--- config.mk ---
export PLATFORM = sky130hd
export DESIGN_NAME = cascade_irq_ack
export DESIGN_NICKNAME = d
export VERILOG_FILES = /design/src/rtl/cascade_irq_pkg.sv /design/src/rtl/irq_resolver.sv /design/src/rtl/irq_unit.sv /design/src/rtl/cascade_irq_ack.sv
export SDC_FILE = /design/constraint.sdc
export NUM_CORES = 1
export LEC_CHECK = 0
export BUFFER_PORTS_ARGS = -buffer_cell sky130_fd_sc_hd__buf_2
export CORE_ASPECT_RATIO = 0.6
export CORE_MARGIN = 2
export CORE_UTILIZATION = 63
export DETAILED_ROUTE_END_ITERATION = 7
export PLACE_DENSITY = 0.84
export SETUP_SLACK_MARGIN = 0.02
export SLEW_MARGIN = 5
export SYNTH_ARGS = -nofsm -noshare
export SYNTH_HDL_FRONTEND = slang
export SYNTH_SLANG_ARGS = --single-unit
--- constraint.sdc ---
create_clock -name clk -period 5.6 [get_ports clk]
set_clock_uncertainty 0.15 [all_clocks]
set_input_delay 0.56 -clock clk [delete_from_list [all_inputs] [get_ports clk]]
set_output_delay 0.56 -clock clk [all_outputs]
set_load 0.02 [all_outputs]
--- src/rtl/cascade_irq_pkg.sv ---
package cascade_irq_pkg;
  localparam int          LINES_DEF   = 8;
  localparam int          CASCADE_DEF = 2;
  localparam int          VECW_DEF    = 8;
  localparam logic [7:0]  PRI_BASE    = 8'h08;
  localparam logic [7:0]  SEC_BASE    = 8'h70;

  typedef enum logic {
    CMD_MASK = 1'b0,
    CMD_EOI  = 1'b1
  } cmd_kind_e;
endpackage

--- src/rtl/irq_resolver.sv ---
module irq_resolver #(
  parameter int LINES = 8,
  localparam int IDXW = $clog2(LINES)
) (
  input  logic [LINES-1:0] req,
  input  logic [LINES-1:0] mask,
  input  logic [LINES-1:0] insvc,
  output logic             hit,
  output logic [IDXW-1:0]  idx
);
  logic [LINES-1:0] elig;
  logic             stop;

  assign elig = req & ~mask;

  always_comb begin
    hit  = 1'b0;
    idx  = '0;
    stop = 1'b0;
    for (int i = 0; i < LINES; i++) begin
      if (!stop) begin
        if (insvc[i]) begin
          stop = 1'b1;
        end else if (elig[i]) begin
          hit  = 1'b1;
          idx  = IDXW'(i);
          stop = 1'b1;
        end
      end
    end
  end
endmodule

--- src/rtl/irq_unit.sv ---
module irq_unit #(
  parameter int LINES = 8,
  localparam int IDXW = $clog2(LINES)
) (
  input  logic             clk,
  input  logic             rst,
  input  logic [LINES-1:0] rise,
  input  logic [LINES-1:0] fall,
  input  logic [LINES-1:0] casc_set,
  input  logic             mask_we,
  input  logic [LINES-1:0] mask_data,
  input  logic             eoi,
  input  logic             ack_take,
  output logic             pend,
  output logic [IDXW-1:0]  lat,
  output logic             grant,
  output logic [LINES-1:0] isr_q
);
  logic [LINES-1:0] irr_q, imr_q;
  logic [LINES-1:0] irr1, imr1, isr1, lat_bit;
  logic             pend1, hit;
  logic [IDXW-1:0]  idx;

  assign lat_bit = LINES'(1) << lat;

  always_comb begin
    irr1  = (irr_q | rise | casc_set) & ~(fall & imr_q);
    imr1  = mask_we ? mask_data : imr_q;
    isr1  = eoi ? (isr_q & ~(isr_q & (~isr_q + 1'b1))) : isr_q;
    pend1 = pend;
    if (ack_take) begin
      isr1  = isr1 | lat_bit;
      irr1  = irr1 & ~lat_bit;
      pend1 = 1'b0;
    end
  end

  irq_resolver #(.LINES(LINES)) u_res (
    .req(irr1), .mask(imr1), .insvc(isr1), .hit(hit), .idx(idx)
  );

  assign grant = hit & ~pend1;

  always_ff @(posedge clk) begin
    if (rst) begin
      irr_q <= '0;
      imr_q <= '1;
      isr_q <= '0;
      pend  <= 1'b0;
      lat   <= '0;
    end else begin
      imr_q <= imr1;
      isr_q <= isr1;
      pend  <= pend1 | grant;
      if (grant) begin
        lat   <= idx;
        irr_q <= irr1 & ~(LINES'(1) << idx);
      end else begin
        irr_q <= irr1;
      end
    end
  end
endmodule

--- src/rtl/cascade_irq_ack.sv ---
module cascade_irq_ack
  import cascade_irq_pkg::*;
#(
  parameter int         LINES    = LINES_DEF,
  parameter int         CASCADE  = CASCADE_DEF,
  parameter int         VECW     = VECW_DEF,
  parameter logic [7:0] BASE_PRI = PRI_BASE,
  parameter logic [7:0] BASE_SEC = SEC_BASE,
  localparam int        IDXW     = $clog2(LINES),
  localparam int        TOTAL    = 2 * LINES
) (
  input  logic             clk,
  input  logic             rst,
  input  logic [TOTAL-1:0] irq_in,
  input  logic             ack,
  input  logic             cmd_valid,
  input  logic             cmd_slave,
  input  logic             cmd_eoi,
  input  logic [LINES-1:0] cmd_data,
  output logic             intr_out,
  output logic [VECW-1:0]  vec_out,
  output logic             ack_done
);
  logic [TOTAL-1:0] irq_q, rise, fall;
  logic             m_pend, s_pend, m_grant, s_grant;
  logic [IDXW-1:0]  m_lat, s_lat;
  logic [LINES-1:0] m_isr, s_isr, casc_vec;
  logic             m_take, s_take, is_mask, is_eoi;

  assign rise     = irq_in & ~irq_q;
  assign fall     = ~irq_in & irq_q;
  assign m_take   = ack & m_pend;
  assign s_take   = m_take & (m_lat == IDXW'(CASCADE));
  assign is_mask  = cmd_valid & (cmd_eoi == CMD_MASK);
  assign is_eoi   = cmd_valid & (cmd_eoi == CMD_EOI);
  assign casc_vec = s_grant ? (LINES'(1) << CASCADE) : '0;

  irq_unit #(.LINES(LINES)) u_sec (
    .clk(clk), .rst(rst),
    .rise(rise[TOTAL-1:LINES]), .fall(fall[TOTAL-1:LINES]),
    .casc_set('0),
    .mask_we(is_mask & cmd_slave), .mask_data(cmd_data),
    .eoi(is_eoi & cmd_slave), .ack_take(s_take),
    .pend(s_pend), .lat(s_lat), .grant(s_grant), .isr_q(s_isr)
  );

  irq_unit #(.LINES(LINES)) u_pri (
    .clk(clk), .rst(rst),
    .rise(rise[LINES-1:0]), .fall(fall[LINES-1:0]),
    .casc_set(casc_vec),
    .mask_we(is_mask & ~cmd_slave), .mask_data(cmd_data),
    .eoi(is_eoi & ~cmd_slave), .ack_take(m_take),
    .pend(m_pend), .lat(m_lat), .grant(m_grant), .isr_q(m_isr)
  );

  assign intr_out = m_pend;

  always_ff @(posedge clk) begin
    if (rst) begin
      irq_q    <= '0;
      vec_out  <= '0;
      ack_done <= 1'b0;
    end else begin
      irq_q    <= irq_in;
      ack_done <= m_take;
      if (m_take) begin
        if (s_take) vec_out <= VECW'(BASE_SEC) + VECW'(s_lat);
        else        vec_out <= VECW'(BASE_PRI) + VECW'(m_lat);
      end
    end
  end
endmodule


==> results of run 1 <==
## cells by family after synthesis
logic type | synth area share (%)
AO/OA/AOI/OAI | 22.0
adder cells (fa/ha/maj) | 0.519
buffers and inverters | 4.54
flip-flops | 40.5
multiplexers | 5.03
other | 0.0973
AND/OR/NAND/NOR | 27.3
## state kept, by name (all words and copies together), names as in the netlist
signal / count
u_pri.irr_q: 8
irq_q: 16
u_sec.lat: 3
u_pri.pend: 1
u_sec.isr_q: 8
u_pri.imr_q: 8
ack_done: 1
u_sec.irr_q: 8
u_pri.isr_q: 8
u_sec.imr_q: 8
u_pri.lat: 3
vec_out: 5
u_sec.pend: 1
## where the power goes
part / switching, mW / internal, mW / total, mW
Clock: 0.201 / 0.330 / 0.531
Combinational: 0.165 / 0.0971 / 0.262
Sequential: 0.0350 / 0.592 / 0.627
## metrics by stage
step | util [%] | cells | worst slack [ps] | hold slack (ps) | total power, mW
after global placement | 68.1 | 554 | 1360 | 296 | 0.884
after CTS | 72.3 | 569 | 1640 | 275 | 1.41
after floorplan | - | 447 | 2040 | 284 | 0.818
final | 72.3 | 569 | 1470 | 277 | 1.42
after global routing | 72.3 | 569 | 1300 | 269 | 1.47
after detailed placement | 68.1 | 554 | 1310 | 301 | 0.889
## layout make-up
| class | count | area share [%] |
|---|---|---|
| tap | 84 | 2.42 |
| multi-input combinational | 330 | 48.9 |
| clock buffer | 12 | 3.81 |
| timing repair buffer | 42 | 5.07 |
| inverter | 20 | 1.73 |
| clock inverter | 3 | 2.08 |
| sequential | 78 | 36.0 |
## worst max-delay path: cells and delay by family (launching register included)
kind / cells / cell delay (ps)
and+or+nand+nor: 5 / 1760
DFF: 1 / 490
AOI/OAI and AO/OA: 2 / 1350
buffers and inverters: 1 / 280
## cells in the mapped netlist (4+ instances only)
cell type | n | area, sq um
a2111oi_0 | 4 | 35.0
a21boi_0 | 11 | 82.6
a21oi_1 | 32 | 160
a31oi_1 | 8 | 50.1
and2_1 | 4 | 25.0
and3_1 | 4 | 25.0
clkbuf_1 | 10 | 37.5
dfxtp_1 | 78 | 1560
inv_1 | 20 | 75.1
mux2i_1 | 16 | 160
nand2_1 | 34 | 128
nand2b_1 | 9 | 56.3
nand3_1 | 10 | 50.1
nand3b_1 | 4 | 30.0
nor2_1 | 37 | 139
nor2b_1 | 26 | 163
nor3_1 | 14 | 70.1
nor3b_1 | 6 | 45.0
nor4_1 | 4 | 25.0
nor4b_1 | 5 | 43.8
o21a_1 | 4 | 30.0
o21ai_0 | 13 | 65.1
o22ai_1 | 9 | 56.3
o31ai_1 | 4 | 30.0
o41ai_1 | 4 | 35.0
or3_1 | 6 | 37.5
or4_1 | 4 | 30.0
## how the worst max path moves through the flow
stage                endpoint
2_1_floorplan    u_pri.lat[0]
3_3_place_gp     u_pri.lat[1]
3_5_place_dp     u_pri.lat[1]
4_1_cts        u_sec.irr_q[7]
5_1_grt          u_pri.lat[1]
6_report       u_sec.irr_q[7]
## metal layers
layer | vias to the layer above | part of all wire (%)
met4 | 0 | 1.3
li1 | 1711 | -
met1 | 1720 | 48
met3 | 20 | 11
met5 | - | 0
met2 | 198 | 39
==> run_results.csv, run 1 <==
group,metric,value,unit
status,run_status,"finished clean",
global_routing,gr-usage-all-layers,33.8,%
pwr,leakagePower,1.74,nW
timing,setup_tns,0,ps
timing,drv_slew,0,
timing,fmaxAchievable,242,MHz
cts,cts_tree,"built",
synthesis,synth_flop_cell,"dfxtp_1",
place,port_buffers,38,
routing,vias,3649,
floorplan,core_area,6000,sq um
synthesis,syn_inst,447,
pwr,p_per_area,327,nW/um^2
setup_path,crit_path_start_kind,"register",
timing,max_slew_margin,14.1,%
setup_path,path_class,"register to register",
setup_path,r2r-start,"u_pri.lat[1]",
cts,cts_buffer_depth,2,
cells_and_area,fillers,472,
routing,wl_per_cell,19.6,um
routing,via_per_inst,6.41,
cells_and_area,multi_input_area,2120,sq um
synthesis,synth_edf_count,0,
routing,drtIter0Drc,323,
cts,htree_levels,3,
cts,worstSkewPairLatency,360,ps
setup_path,critPathMaxStageDelay,1020,ps
routing,ant_nets,0,
setup_path,critPathSlowestCell,"o41ai_1",
cts,clk_pin_slew,80,ps
synthesis,avgSynthCellArea,8.62,sq um
setup_path,worstSetupStartpoint,"u_pri.lat[1]",
cts,post_cts_buffers,0,
worst_hold_path,worstHoldStart,"irq_in[14]",
worst_hold_path,hold_path_class,"primary input to register",
timing,hold_viol_final,0,
setup_path,crit_chain,"or4b_4 -> or3_1 -> and3_1 -> and4bb_2 -> nand2_1 -> o41ai_1 -> inv_1 -> o31a_1",
setup_path,worst_r2r_path_depth,8,
synthesis,yosys_warnings,0,
cells_and_area,seqCellArea,1560,sq um
flow_run,max_cap_viol_count,0,
place,place_area,4090,sq um
cts,cts.sinks,78,
cells_and_area,antenna-diode-count,0,
worst_hold_path,whs_path_depth,2,
timing,rsz0062_at_grt,"false",
synthesis,yosysSeqAreaShare,40.5,%
setup_path,reg2reg_to,"u_sec.irr_q[7]",
timing,setup_viol,0,
cells_and_area,finalInstanceArea,4340,sq um
cells_and_area,final_cell_mix,"dfxtp_1, buf_2, nor2_1",
cts,post_cts_resized,0,
pwr,vdd_ir_drop_max,0.000197,V
floorplan,die-area,6780,sq um
setup_path,cp_max_fo,9,
timing,finalCritPeriodShare,73.8,%
synthesis,syn-num-nets,477,
cts,cts-hold-fix-buffers,0,
timing,tightest_slew,1270,ps
global_routing,grt_max_degree,57,
routing,dr.pass1.iters,5,
synthesis,async_flop_share,0,%
setup_path,r2r_slack,1470,ps
global_routing,top_usage_layer,"met1",
place,routabilityCongestion,0.978,
floorplan,start_util,64.2,%
cells_and_area,final_common_cell,"dfxtp_1",
global_routing,met2_usage,47.2,%
floorplan,fp.dieH,64.6,um
global_routing,grt-ovfl-total,0,
global_routing,gr-usage-met3,11.6,%
floorplan,die_w,105,um
global_routing,grt_pass1_vias,3313,
global_routing,antenna_found_initial,0,
synthesis,ys_ff_latch,78,
cells_and_area,drive_above_1_share,15.7,%
global_routing,use_met1,49.5,%
worst_hold_path,hold_end,"irq_q[14]",
cts,cts-root-buf,"clkbuf_8",
place,dp_hpwl,8150,um
floorplan,rows,22,
timing,min_period,4130,ps
routing,drc,0,
cells_and_area,final_nets,511,
setup_path,endpoint_kind,"register",
routing,routed_wl,11100,um
synthesis,syn_area,3850,sq um
setup_path,cp.required,5700,ps
floorplan,io_pins,40,
setup_path,worstPathArrival,4230,ps
cts,cts_buffers,9,
global_routing,grt_pass1_wl,17400,um
cells_and_area,syn_to_final_growth,12.6,%
synthesis,synth_cell_types,65,
(Power assumes the default switching activity.)
==> run 2, diff against run 1 <==
- CORE_UTILIZATION: 63 -> 59
- PLACE_DENSITY: 0.84 -> 0.79
- clock period: 5.6 -> 3.85 ns (I/O delays scaled with it)
==> run 2 against run 1 <==
  * Routed wire length up 3.6%
  * Via count grew 2.7%
  * Sequential share of layout area decreased by 1.3 points
  * Combinational power is 60% higher
  * Total power rose by 42%
  * Utilization about the same
==> run_results.csv, run 2 (synthesized netlist as in run 1, its figures left out) <==
group,metric,value,unit
timing,hold_viol_final,0,
timing,setup_viol,0,
global_routing,top_usage_layer,"met1",
routing,dr.pass1.iters,6,
global_routing,grt_max_degree,56,
floorplan,core_area,6220,sq um
flow_run,max_cap_viol_count,0,
floorplan,start_util,62.0,%
routing,routed_wl,11500,um
cts,htree_levels,3,
place,place_area,4260,sq um
cts,cts.sinks,78,
cts,worstSkewPairLatency,370,ps
cts,cts_tree,"built",
cts,cts-root-buf,"clkbuf_8",
timing,finalCritPeriodShare,93.9,%
cells_and_area,syn_to_final_growth,16.7,%
timing,fmaxAchievable,277,MHz
routing,ant_nets,0,
place,routabilityCongestion,0.982,
setup_path,path_class,"register to register",
pwr,leakagePower,1.83,nW
timing,tightest_slew,848,ps
cells_and_area,fillers,517,
floorplan,die_w,108,um
cells_and_area,top_register,"irq_q",
global_routing,gr-usage-all-layers,34.3,%
cts,cts_buffers,9,
routing,drtIter0Drc,375,
cells_and_area,largest_register_ffs,16,
pwr,vdd_ir_drop_max,0.000341,V
timing,rsz0062_at_grt,"false",
cts,cts_buffer_depth,2,
setup_path,endpoint_kind,"register",
timing,min_period,3620,ps
timing,max_slew_margin,42.0,%
place,port_buffers,38,
setup_path,cp.required,3980,ps
setup_path,r2r_slack,230,ps
global_routing,use_met1,53.3,%
cells_and_area,drive_above_1_share,19.5,%
routing,vias,3748,
pwr,design_power_total,2.02,mW
floorplan,rows,22,
setup_path,worstPathArrival,3740,ps
global_routing,grt_pass1_vias,3356,
routing,via_per_inst,6.34,
cts,cts-hold-fix-buffers,0,
global_routing,gr-usage-met3,9.88,%
cells_and_area,final_cell_mix,"dfxtp_1, buf_2, nor2_1",
setup_path,cp_max_fo,6,
global_routing,grt_pass1_wl,18100,um
cells_and_area,antenna-diode-count,0,
setup_path,crit_path_start_kind,"register",
routing,wl_per_cell,19.5,um
cells_and_area,final_nets,532,
cts,post_cts_buffers,0,
place,dp_hpwl,8700,um
global_routing,met2_usage,45.4,%
pwr,p_per_area,449,nW/um^2
status,run_status,"finished clean",
floorplan,io_pins,40,
timing,setup_tns,0,ps
timing,drv_slew,0,
worst_hold_path,hold_path_class,"primary input to register",
timing,hold_ws,90.9,ps
routing,drc,0,
floorplan,fp.dieH,66.6,um
cells_and_area,finalInstanceArea,4500,sq um
cts,clk_pin_slew,80,ps
floorplan,die-area,7220,sq um
global_routing,antenna_found_initial,0,
cells_and_area,final_common_cell,"dfxtp_1",
global_routing,grt-ovfl-total,0,
run 2: worst max-delay path: stages, from the launching register on:
cell and delay (ps):
dfxtp_1 360, or4_4 590, o41ai_2 300, buf_4 190, nand4b_1 220, a2111oi_4 390, nand3_1 180, a31o_2 330
a211o_1 320, a21o_1 200, a221oi_1 280
run 2: layer usage:
metal	vias up	wire (um)
met4	0	102
met5	-	0
met2	197	4460
li1	1752	-
met1	1787	5790
met3	12	1180
run 2: power by group:
group          internal [mW]  switching, mW  total (mW)  leakage [nW]
sequential             0.861         0.0448       0.906         0.640
clock                  0.384          0.311       0.695         0.110
combinational          0.166          0.254       0.420          1.08
run 2: what timing repair did:
action / 4_1_cts / 5_1_grt
hold endpoints to repair: 0 / 0
resized for setup: 0 / 3
setup endpoints to repair: 0 / 4
run 2: through the flow:
stage | util, % | worst slack [ps] | std cells
2_1_floorplan | - | 467 | 447
3_3_place_gp | 68.4 | 249 | 575
3_5_place_dp | 68.4 | 118 | 575
4_1_cts | 72.0 | 207 | 591
5_1_grt | 72.3 | 30.7 | 591
6_report | 72.3 | 234 | 591
run 2: final cells by class:
| class | instances | area [sq um] | area share (%) |
|---|---|---|---|
| Clock buffer | 11 | 141 | 3.14 |
| Clock inverter | 5 | 81.3 | 1.81 |
| Inverter | 20 | 75.1 | 1.67 |
| Tap cell | 84 | 105 | 2.34 |
| Sequential cell | 78 | 1560 | 34.7 |
| Multi-Input combinational cell | 330 | 2140 | 47.6 |
| Timing Repair Buffer | 63 | 390 | 8.68 |
run 2: path summary, 6_finish.rpt:
| kind | start | to | cells past startpoint |
|---|---|---|---|
| hold / removal | irq_in[14] | irq_q[14] | 2 |
| setup reg to reg | u_sec.isr_q[0] | u_pri.lat[1] | 10 |
| setup / recovery | u_sec.isr_q[0] | u_pri.lat[1] | 10 |
| hold reg to reg | vec_out[1] | vec_out[1] | 2 |
